### src/rtl/sdac_pkg.sv
package sdac_pkg;
  localparam int FRAME_BITS = 24;
  localparam int WORD_BITS  = 16;
  localparam int CMD_BITS   = 4;

  localparam logic [CMD_BITS-1:0] CMD_WRITE  = 4'b0000;
  localparam logic [CMD_BITS-1:0] CMD_UPDATE = 4'b0001;
  localparam logic [CMD_BITS-1:0] CMD_WRUPD  = 4'b0011;
  localparam logic [CMD_BITS-1:0] CMD_PDOWN  = 4'b0100;
endpackage

### src/rtl/sdac_sync.sv
module sdac_sync #(
  parameter int W = 3,
  parameter int STAGES = 2,
  parameter logic [W-1:0] RST_VAL = '0
) (
  input  logic         clk,
  input  logic         rst,
  input  logic [W-1:0] d,
  output logic [W-1:0] q
);
  logic [W-1:0] st [STAGES];

  for (genvar g = 0; g < STAGES; g++) begin : g_stage
    always_ff @(posedge clk) begin
      if (rst) st[g] <= RST_VAL;
      else if (g == 0) st[g] <= d;
      else st[g] <= st[(g == 0) ? 0 : g-1];
    end
  end

  assign q = st[STAGES-1];
endmodule

### src/rtl/sdac_shift.sv
module sdac_shift
  import sdac_pkg::*;
#(
  parameter int CNT_W = $clog2(FRAME_BITS + 1)
) (
  input  logic                  clk,
  input  logic                  rst,
  input  logic                  sel_s,
  input  logic                  sclk_s,
  input  logic                  din_s,
  output logic [FRAME_BITS-1:0] frame,
  output logic [CNT_W-1:0]      bit_cnt,
  output logic                  sel_rise,
  output logic                  load_evt
);
  localparam logic [CNT_W-1:0] FULL = CNT_W'(FRAME_BITS);

  logic sel_q, sclk_q;
  logic sel_fall, sclk_rise;

  assign sel_fall  = sel_q & ~sel_s;
  assign sel_rise  = ~sel_q & sel_s;
  assign sclk_rise = ~sclk_q & sclk_s;
  assign load_evt  = sel_rise && (bit_cnt == FULL);

  always_ff @(posedge clk) begin
    if (rst) begin
      sel_q   <= 1'b1;
      sclk_q  <= 1'b0;
      frame   <= '0;
      bit_cnt <= '0;
    end else begin
      sel_q  <= sel_s;
      sclk_q <= sclk_s;
      if (sel_fall) begin
        bit_cnt <= '0;
      end else if (!sel_s && sclk_rise) begin
        frame <= {frame[FRAME_BITS-2:0], din_s};
        if (bit_cnt != FULL) bit_cnt <= bit_cnt + 1'b1;
      end
    end
  end
endmodule

### src/rtl/sdac_exec.sv
module sdac_exec
  import sdac_pkg::*;
#(
  parameter int CODE_W = 10
) (
  input  logic                  clk,
  input  logic                  rst,
  input  logic                  load_evt,
  input  logic [FRAME_BITS-1:0] frame,
  output logic [CODE_W-1:0]     dac_code,
  output logic                  out_en
);
  logic [CMD_BITS-1:0] cmd;
  logic [CODE_W-1:0]   code_in;
  logic [CODE_W-1:0]   stage_q;

  assign cmd     = frame[FRAME_BITS-1 -: CMD_BITS];
  assign code_in = frame[WORD_BITS-1 -: CODE_W];

  always_ff @(posedge clk) begin
    if (rst) begin
      stage_q  <= '0;
      dac_code <= '0;
      out_en   <= 1'b1;
    end else if (load_evt) begin
      case (cmd)
        CMD_WRITE:  stage_q <= code_in;
        CMD_UPDATE: begin
          dac_code <= stage_q;
          out_en   <= 1'b1;
        end
        CMD_WRUPD: begin
          stage_q  <= code_in;
          dac_code <= code_in;
          out_en   <= 1'b1;
        end
        CMD_PDOWN:  out_en <= 1'b0;
        default: ;
      endcase
    end
  end
endmodule

### src/rtl/sdac_iface.sv
module sdac_iface
  import sdac_pkg::*;
#(
  parameter int CODE_W = 10,
  parameter int SYNC_STAGES = 2
) (
  input  logic              clk,
  input  logic              rst,
  input  logic              sel_n,
  input  logic              ser_clk,
  input  logic              ser_din,
  output logic [CODE_W-1:0] dac_code,
  output logic              out_en
);
  localparam int CNT_W = $clog2(FRAME_BITS + 1);

  logic [2:0]            sync_q;
  logic [FRAME_BITS-1:0] frame;
  logic [CNT_W-1:0]      bit_cnt;
  logic                  sel_rise, load_evt;
  logic [CMD_BITS-1:0]   cmd;

  sdac_sync #(.W(3), .STAGES(SYNC_STAGES), .RST_VAL(3'b100)) u_sync (
    .clk(clk), .rst(rst), .d({sel_n, ser_clk, ser_din}), .q(sync_q)
  );

  sdac_shift #(.CNT_W(CNT_W)) u_shift (
    .clk(clk), .rst(rst), .sel_s(sync_q[2]), .sclk_s(sync_q[1]),
    .din_s(sync_q[0]), .frame(frame), .bit_cnt(bit_cnt),
    .sel_rise(sel_rise), .load_evt(load_evt)
  );

  sdac_exec #(.CODE_W(CODE_W)) u_exec (
    .clk(clk), .rst(rst), .load_evt(load_evt), .frame(frame),
    .dac_code(dac_code), .out_en(out_en)
  );

  assign cmd = frame[FRAME_BITS-1 -: CMD_BITS];
endmodule

### config.mk
export PLATFORM = sky130hd
export DESIGN_NAME = sdac_iface
export DESIGN_NICKNAME = d
export VERILOG_FILES = /design/src/rtl/sdac_pkg.sv /design/src/rtl/sdac_sync.sv /design/src/rtl/sdac_shift.sv /design/src/rtl/sdac_exec.sv /design/src/rtl/sdac_iface.sv
export SDC_FILE = /design/constraint.sdc
export NUM_CORES = 1
export LEC_CHECK = 0
export ABC_AREA = 0
export CELL_PAD_IN_SITES_DETAIL_PLACEMENT = 0
export CELL_PAD_IN_SITES_GLOBAL_PLACEMENT = 1
export CORE_ASPECT_RATIO = 1.2
export CORE_MARGIN = 1.5
export CORE_UTILIZATION = 39
export CTS_CLUSTER_DIAMETER = 80
export CTS_CLUSTER_SIZE = 24
export DETAILED_ROUTE_END_ITERATION = 10
export PLACE_DENSITY = 0.75
export SLEW_MARGIN = 15
export SYNTH_ARGS = -nofsm -noshare
export SYNTH_HDL_FRONTEND = slang
export SYNTH_SLANG_ARGS = --single-unit
### constraint.sdc
create_clock -name clk -period 1.35 [get_ports clk]
set_input_delay 0.2025 -clock clk [delete_from_list [all_inputs] [get_ports clk]]
set_output_delay 0.2025 -clock clk [all_outputs]
set_load 0.02 [all_outputs]
==> parameters.txt, run 1 <==
Parameter                              Value

Routing
  ANT nets after route ... 0
  Ratio of routed vias to standard cells ... approximately 5.2
  Number of iterations in the first detailed-routing pass ... 4
  Routed vias ... approximately 2.1k
  DRC violation count after routing ... 0
  Count of routing violations after the opening detailed-route iteration ... between 150 and 200
  Final wirelength ... between 6000 and 7000 um
  Average routed wire per standard cell ... about 15 um

Timing
  Final worst slack ... -0.0748 ns
  Rel. slew slack ... 74.3%
  Max Clk Rate ... between 700 and 800 MHz
  Count of final max-slew check failures ... 0
  Final critical-path required period ... approximately 1.4 ns
  Final clock period utilization by the worst path ... 106%
  Slew @ Worst Pin ... between 0.3 and 0.4 ns
  Setup repair after global routing missed its margin ... yes
  Post-route clock skew ... 0.00835 ns
  # setup viols final ... between 40 and 50
  Count of final hold-check violations ... 0

Synth
  Post-synth EDFFs ... 0
  Area share of fa/ha/maj cells after synthesis ... ~1.0%
  Xor-xnor portion of the synthesized cell area ... less than 1%
  Cell count after synthesis ... ~280
  Register bit total from synthesis ... 58
  Mean instance size in the synthesized netlist ... 8.54 sq um
  Total nets after synthesis ... roughly 290
  Share of the yosys chip area belonging to registers ... between 40% and 50%
  Ys flop type ... dfxtp_1
  Fraction of the mapped netlist area in simple logic gates ... between 20% and 30%
  Post-synth top cells ... nand2_1, dfxtp_1, a21oi_1, clkbuf_1
  Cell area after technology mapping ... 0.00240 sq mm
  Dominant cells by area after synthesis ... dfxtp_1, nand2_1, a21oi_1
  Library cells used by synthesis ... 35
  Fraction of the mapped netlist area in compound gates ... between 10% and 20%
  Most instantiated library cell after synthesis ... nand2_1
  Proportion of synthesized flip-flops having asynchronous set or reset ... 0%
  Post-synth top area cell ... dfxtp_1
  Combinational family with the most area after synthesis ... simple AND/OR/NAND/NOR gates
  Yosys warning count ... 0
  Share of cell area taken by muxes after synthesis ... 4.59%
  Synth top area share ... 48.4%

Critical path
  Critical path origin ... u_shift.bit_cnt[0]
  Worst r2r path cells ... 7
  Endpoint class of the critical path ... register
  Kind of start point of the critical path ... register
  Startpoint-to-endpoint class of the critical path ... reg -> reg
  Dominant delay contributor by cell family on the critical path ... compound AO/OA/AOI/OAI gates
  Worst R2R End ... u_exec.dac_code[8]
  Reg2Reg Launch Point ... u_shift.bit_cnt[0]
  Stage delay of the slowest cell on the critical path ... 0.32 ns
  CP arrival ... 1.69 ns
  CP cell instances ... inv_2 > ha_4 > nand4b_1 > buf_6 > clkbuf_16 > a2111o_1 > a21oi_1
  Critical path data required time ... 1.62 ns
  Number of buffer and inverter stages on the critical path ... 3
  Slowest stage cell on the critical path ... dfxtp_2
  Critical path fanouts, max ... 5
  Worst setup slack for register-to-register paths ... -0.07 ns

Floorplan
  Floorplan Core Area ... roughly 0.006 sq mm
  Number of primary I/O pins ... 16
  Die boundary width ... about 75 um
  Total die area ... 0.00664 sq mm
  Overall die height ... 89.0 um
  Standard-cell row count ... 31
  Starting utilization of the core area ... approximately 40%

Global routing
  Maximum number of pins on one net before global-route repair ... 25
  All-layer global routing usage ... 17.3%
  First-pass GRT wire length ... ~8600 um
  Number of global-route vias before repair ... about 1.8k
  Antenna violations before repair ... 0
  Aggregate global routing overflow ... 0

Cells and area
  Fraction of layout cells with a size suffix above 1 ... between 40% and 50%
  Core occupancy in the finished layout ... 63.6%
  Number of diodes ... 0
  Filler-free cell count of the finished design ... slightly above 400
  Area taken by flip-flops and latches ... 0.00118 sq mm
  Layout overhead on the synthesized area ... 58.2%
  Total non-filler cell area in the finished layout ... roughly 0.0038 sq mm
  NumNets Final ... about 340
  Fill cell count ... ~490
  Area occupied by multi-input gates ... around 0.0016 sq mm

Hold path
  HP Class ... in -> reg
  Startpoint of the worst hold path ... ser_clk
  Hold Path End ... u_sync.st[0][1]
  Worst Hold Path Cells ... 2

Clock tree
  Clk root buf ... clkbuf_8
  Skew-Pair Late Insertion Delay ... 0.33 ns
  Num CTS Buffers ... 9
  H-Tree Depth ... 3
  # clock sinks ... 58
  Number of buffers on the longest clock path ... 2
  Clock tree from TritonCTS ... done
  Clock slew seen by the registers of the worst setup and hold paths ... approximately 0.070 ns

Power
  Pwr/cell area ... a little under 900 mW/mm^2
  Leakage ... around 1.4 nW
  Maximum VDD drop ... 1.00 mV

Placed design
  GP Congestion ... around 0.74
  Detail Placement HPWL ... ~3200 um
  Count of input and output buffers ... 15
  Placed Instance Area ... 0.00289 sq mm
  Number of placed instances with taps included ... roughly 380

Outcome
  Outcome ... finished, violations left
  Violated checks ... setup timing

Flow run
  # Max-Cap Violations ... 0
[flip-flops by register name, indices dropped and copies added (netlist names)]
register / count
u_exec.dac_code: 10
u_exec.out_en: 1
u_shift.frame: 24
u_sync.st: 6
u_shift.sclk_q: 1
u_shift.bit_cnt: 5
u_shift.sel_q: 1
u_exec.stage_q: 10
[logic make-up after synthesis]
kind of cell | after synthesis
buffers and inverters | 26
AOI/OAI and AO/OA | 65
adders and majority gates | 2
xor gates and xnor gates | 1
muxes | 11
and+or+nand+nor | 118
DFF | 58
[power breakdown]
part           total, mW  switching [mW]  internal, mW
combinational      0.117          0.0629        0.0542
clock               1.53           0.670         0.862
sequential          1.73         0.00836          1.72
total               3.38           0.742          2.63
[per-layer routing]
| layer | GRT usage (%) | share of wire, % |
|---|---|---|
| met1 | 24.0 | 46 |
| met2 | 24.8 | 50 |
| met3 | 4.74 | 2.8 |
| met4 | 8.43 | 1.4 |
| met5 | 0 | 0 |
[how the worst max path moves through the flow]
stage	to	slack [ns]	depth (start not counted)
2_1_floorplan	u_exec.dac_code[2]	-0.05	4
3_3_place_gp	u_exec.dac_code[2]	-0.06	3
3_5_place_dp	u_exec.dac_code[2]	-0.08	3
4_1_cts	u_exec.dac_code[1]	-0.09	6
5_1_grt	u_exec.dac_code[6]	-0.14	4
6_report	u_exec.dac_code[8]	-0.07	7
[cells in the final DEF (no fill, tap or decap), types with 3 or more instances in the layout]
master           netlist  layout
o21ai_0                3       3
clkbuf_8               0      13
clkbuf_16              0       7
dfxtp_4                0       3
o31ai_2                0       4
buf_6                  1       4
nand2_4                0      25
buf_12                 0       9
dfxtp_1               58      50
nand3_1                3       3
a2111o_1              10      10
a21oi_2                0      27
nand2_2                0      10
inv_1                  5       3
o31ai_1               11       5
dfxtp_2                0       5
buf_4                  0      18
clkdlybuf4s50_1        0       4
nor2b_1                6       6
a21oi_1               38      11
dlygate4sd2_1          0      11
mux2i_1               11      11
nand2_1               80      45
nand2b_1              11      10
or3b_4                 1       4
[final cells by class]
type                    instances  share of cell area, %
multi-input cells             199                   41.9
clock buffers                  14                   4.81
clock inverters                 2                  0.264
flip-flops and latches         58                   31.0
inverters                       5                  0.494
well taps                      82                   2.70
repair buffers                 55                   18.8
[through the flow]
stage	total power [mW]	hold slack [ns]	TNS (ns)	worst slack, ns
2_1_floorplan	1.81	0.306	-0.726	-0.0518
3_3_place_gp	1.86	0.398	-0.566	-0.0579
3_5_place_dp	1.86	0.402	-0.983	-0.0846
4_1_cts	3.39	0.408	-1.20	-0.0930
5_1_grt	3.49	0.423	-3.93	-0.137
6_report	3.38	0.417	-1.95	-0.0748
[repair_timing]
action,in CTS,in global routing
gates resized for setup,18,112
cloned,3,9
hold buffers,0,0
pin swaps,1,61
setup endpoints to repair,53,49
setup buffers,1,3
No activity file was read; power rests on OpenSTA's default activity.
==> run 2, diff against run 1 <==
--- a/config.mk
+++ b/config.mk
@@ -10,11 +10,11 @@
 export CELL_PAD_IN_SITES_GLOBAL_PLACEMENT = 1
 export CORE_ASPECT_RATIO = 1.2
 export CORE_MARGIN = 1.5
-export CORE_UTILIZATION = 39
+export CORE_UTILIZATION = 44
 export CTS_CLUSTER_DIAMETER = 80
 export CTS_CLUSTER_SIZE = 24
 export DETAILED_ROUTE_END_ITERATION = 10
-export PLACE_DENSITY = 0.75
+export PLACE_DENSITY = 0.8
 export SLEW_MARGIN = 15
 export SYNTH_ARGS = -nofsm -noshare
 export SYNTH_HDL_FRONTEND = slang
==> constraint.sdc (replaced) <==
create_clock -name clk -period 1.6 [get_ports clk]
set_input_delay 0.24 -clock clk [delete_from_list [all_inputs] [get_ports clk]]
set_output_delay 0.24 -clock clk [all_outputs]
set_load 0.02 [all_outputs]
==> run 2 against run 1 <==
Compared with the run above:
- the run now ends clean
- worst hold slack got worse by 0.0074 ns
- utilization fell by 7.6 points
- power fell by 11%
- critical endpoint is now out_en
==> parameters.txt, run 2 (synthesis gave the netlist of run 1 again) <==
Parameter                              Value

Power
  Maximum VDD drop ... 0.538 mV (-46%)
  Internal cell power ... 2.40 mW (-8.9%)
  Switch Pwr ... 611 uW (-18%)
  Switching power share of the total ... 20.3% (-1.7 points)
  Comb power frac ... 2.3% (-1.2 points)
  Fraction of power consumed by sequential logic ... 48.5% (-2.6 points)
  Pwr/cell area ... 1020 mW/mm^2 (+15%)
  Clock share of power ... 49.2% (+3.8 points)
  Leakage ... 0.925 nW (-34%)

Global routing
  All-layer global routing usage ... 17.8% (+0.46 points)
  First-pass GRT wire length ... 8330 um (-3.1%)
  Antenna violations before repair ... 0 (unchanged)
  Number of global-route vias before repair ... 1,779 (-1.4%)
  Aggregate global routing overflow ... 0 (unchanged)
  Maximum number of pins on one net before global-route repair ... 25 (unchanged)

Floorplan
  Floorplan Core Area ... 0.00526 sq mm (-12%)
  Overall die height ... 83.9 um (-5.7%)
  Number of primary I/O pins ... 16 (unchanged)
  Starting utilization of the core area ... 45.6% (+5.4 points)
  Total die area ... 0.00591 sq mm (-11%)
  Standard-cell row count ... 29 (-6.5%)
  Die boundary width ... 70.4 um (-5.6%)

Placed design
  Placed Instance Area ... 0.00271 sq mm (-6.3%)
  GP Congestion ... 0.754 (+1.6%)
  Number of placed instances with taps included ... 352 (-8.1%)
  Worst Setup Slack post-DPL ... -0.0575 ns (+0.0272 ns)
  Count of input and output buffers ... 15 (unchanged)
  Detail Placement HPWL ... 3000 um (-5.7%)

Timing
  Final critical-path required period ... ~1.6 ns
  Setup total negative slack ... 0 ns (+1.95 ns)
  # setup viols final ... 0 (-100%)
  Max Clk Rate ... between 600 and 700 MHz
  Final worst slack ... 0.0499 ns (+0.125 ns)
  Count of final hold-check violations ... 0 (unchanged)
  Setup repair after global routing missed its margin ... no
  Post-route clock skew ... 0.00756 ns (-0.000790 ns)
  Slew @ Worst Pin ... 0.383 ns (-0.00185 ns)
  Final clock period utilization by the worst path ... between 90% and 100%
  Count of final max-slew check failures ... 0 (unchanged)
  Rel. slew slack ... 74.1% (-0.19 points)

Cells and area
  NumNets Final ... 308 (-8.1%)
  Biggest regs ... u_shift.frame x24, u_exec.dac_code x10, u_exec.stage_q x10
  Area taken by flip-flops and latches ... 0.00116 sq mm (-1.3%)
  Layout overhead on the synthesized area ... 22.6%
  Area occupied by multi-input gates ... 0.00115 sq mm (-28%)
  Core occupancy in the finished layout ... 56.0% (-7.6 points)
  Largest register FFs ... 24 (unchanged)
  Largest register by flop count ... u_shift.frame
  Total non-filler cell area in the finished layout ... 0.00294 sq mm (-22%)
  Fill cell count ... 491 (-0.20%)
  Filler-free cell count of the finished design ... 368 (-11%)
  Number of diodes ... 0 (unchanged)
  Most used cells in the layout excluding fill and tap cells ... nand2_1, dfxtp_1, a21oi_1, clkdlybuf4s50_1
  Fraction of layout cells with a size suffix above 1 ... 12.7% (-32 points)
  Most common cell after layout, fill and taps aside ... nand2_1

Critical path
  Startpoint-to-endpoint class of the critical path ... reg -> out
  Dominant delay contributor by cell family on the critical path ... buffers and inverters
  Number of buffer and inverter stages on the critical path ... 1 (-2)
  Stage delay of the slowest cell on the critical path ... 0.62 ns (+0.30 ns)
  CP arrival ... 1.31 ns (-0.38 ns)
  Reg2Reg Launch Point ... u_shift.bit_cnt[0]
  Endpoint class of the critical path ... output port
  Slowest stage cell on the critical path ... clkdlybuf4s50_1
  Kind of start point of the critical path ... register
  Critical path origin ... u_exec.out_en
  CP cell instances ... clkdlybuf4s50_1
  Critical path data required time ... 1.36 ns (-0.26 ns)
  Critical path fanouts, max ... 2 (-3)

Outcome
  Outcome ... finished clean

Clock tree
  Clk root buf ... clkbuf_8
  # clock sinks ... 58 (unchanged)
  Skew-Pair Late Insertion Delay ... 0.33 ns (about the same)
  Num CTS Buffers ... 9 (unchanged)
  Clock slew seen by the registers of the worst setup and hold paths ... 0.06 ns (about the same)
  Number of buffers on the longest clock path ... 2 (unchanged)
  Cts-stage hold buffer count ... 0 (unchanged)
  Clock tree from TritonCTS ... done
  H-Tree Depth ... 3 (unchanged)

Routing
  ANT nets after route ... 0 (unchanged)
  Count of routing violations after the opening detailed-route iteration ... 108 (-37%)
  Routed vias ... 1,956 (-8.9%)
  Average routed wire per standard cell ... 12.9 um (-14%)
  DRC violation count after routing ... 0 (unchanged)
  Final wirelength ... 4730 um (-24%)
  Number of iterations in the first detailed-routing pass ... 4 (unchanged)
  Ratio of routed vias to standard cells ... 5.32 (+2.7%)

Hold path
  HP Class ... reg -> reg
  Startpoint of the worst hold path ... u_sync.st[0][2]

Flow run
  # Max-Cap Violations ... 0 (unchanged)
## run 2: cell count changes in the layout (fill, tap and decap cells not counted), sizes merged
cell	previous run	this run
buf	33	15
bufinv	0	2
clkbuf	21	11
clkdlybuf4s50	4	15
clkinvlp	0	1
dlygate4sd2	11	0
or3b	4	2
## run 2: final timing paths
| path | to | slack [ns] | depth (start not counted) |
|---|---|---|---|
| worst min register to register | u_sync.st[1][2] | 0.41 | 1 |
| worst min-delay path | u_sync.st[1][2] | 0.41 | 1 |
| worst max-delay path | out_en | 0.05 | 1 |
| worst max register to register | u_exec.dac_code[6] | 0.10 | 6 |
## run 2: layout make-up
class                   instances  area share, %
flip-flops and latches         58           39.5
repair buffers                 30           10.8
clock inverters                 5           2.63
inverters                       5          0.637
multi-input cells             197           39.0
well taps                      62           2.63
clock buffers                  11           4.80
## run 2: repair_timing
action,CTS,global route
setup endpoints to repair,10,11
setup buffers,0,0
resized for setup,1,6
## run 2: metrics by stage
stage               power, mW  hold WS (ns)
finish                   3.01         0.409
floorplan                1.53         0.344
CTS                      3.04         0.412
global placement         1.56         0.395
global route             3.12         0.443
detailed placement       1.56         0.397
## run 2: power groups by stage
stage	Sequential, mW	Clock, mW	Combinational, mW
6_report	1.46	1.48	0.0701
5_1_grt	1.46	1.58	0.0779
4_1_cts	1.46	1.51	0.0711
3_5_place_dp	1.49	0	0.0707
3_3_place_gp	1.49	0	0.0708
2_1_floorplan	1.49	0	0.0373
## run 2: routing by layer
metal	vias up	global-route usage, %	routed length [um]
met4	0	9.62	43
met5	-	0	0
li1	1007	-	-
met2	33	26.0	2080
met3	5	4.35	170
met1	911	24.0	2440
==> run 3, diff against run 2 <==
--- a/config.mk
+++ b/config.mk
@@ -6,6 +6,7 @@
 export NUM_CORES = 1
 export LEC_CHECK = 0
 export ABC_AREA = 0
+export CAP_MARGIN = 20
 export CELL_PAD_IN_SITES_DETAIL_PLACEMENT = 0
 export CELL_PAD_IN_SITES_GLOBAL_PLACEMENT = 1
 export CORE_ASPECT_RATIO = 1.2
==> results of run 3 <==
No change in the layout: final DEF, timing and power equal those of run 2.
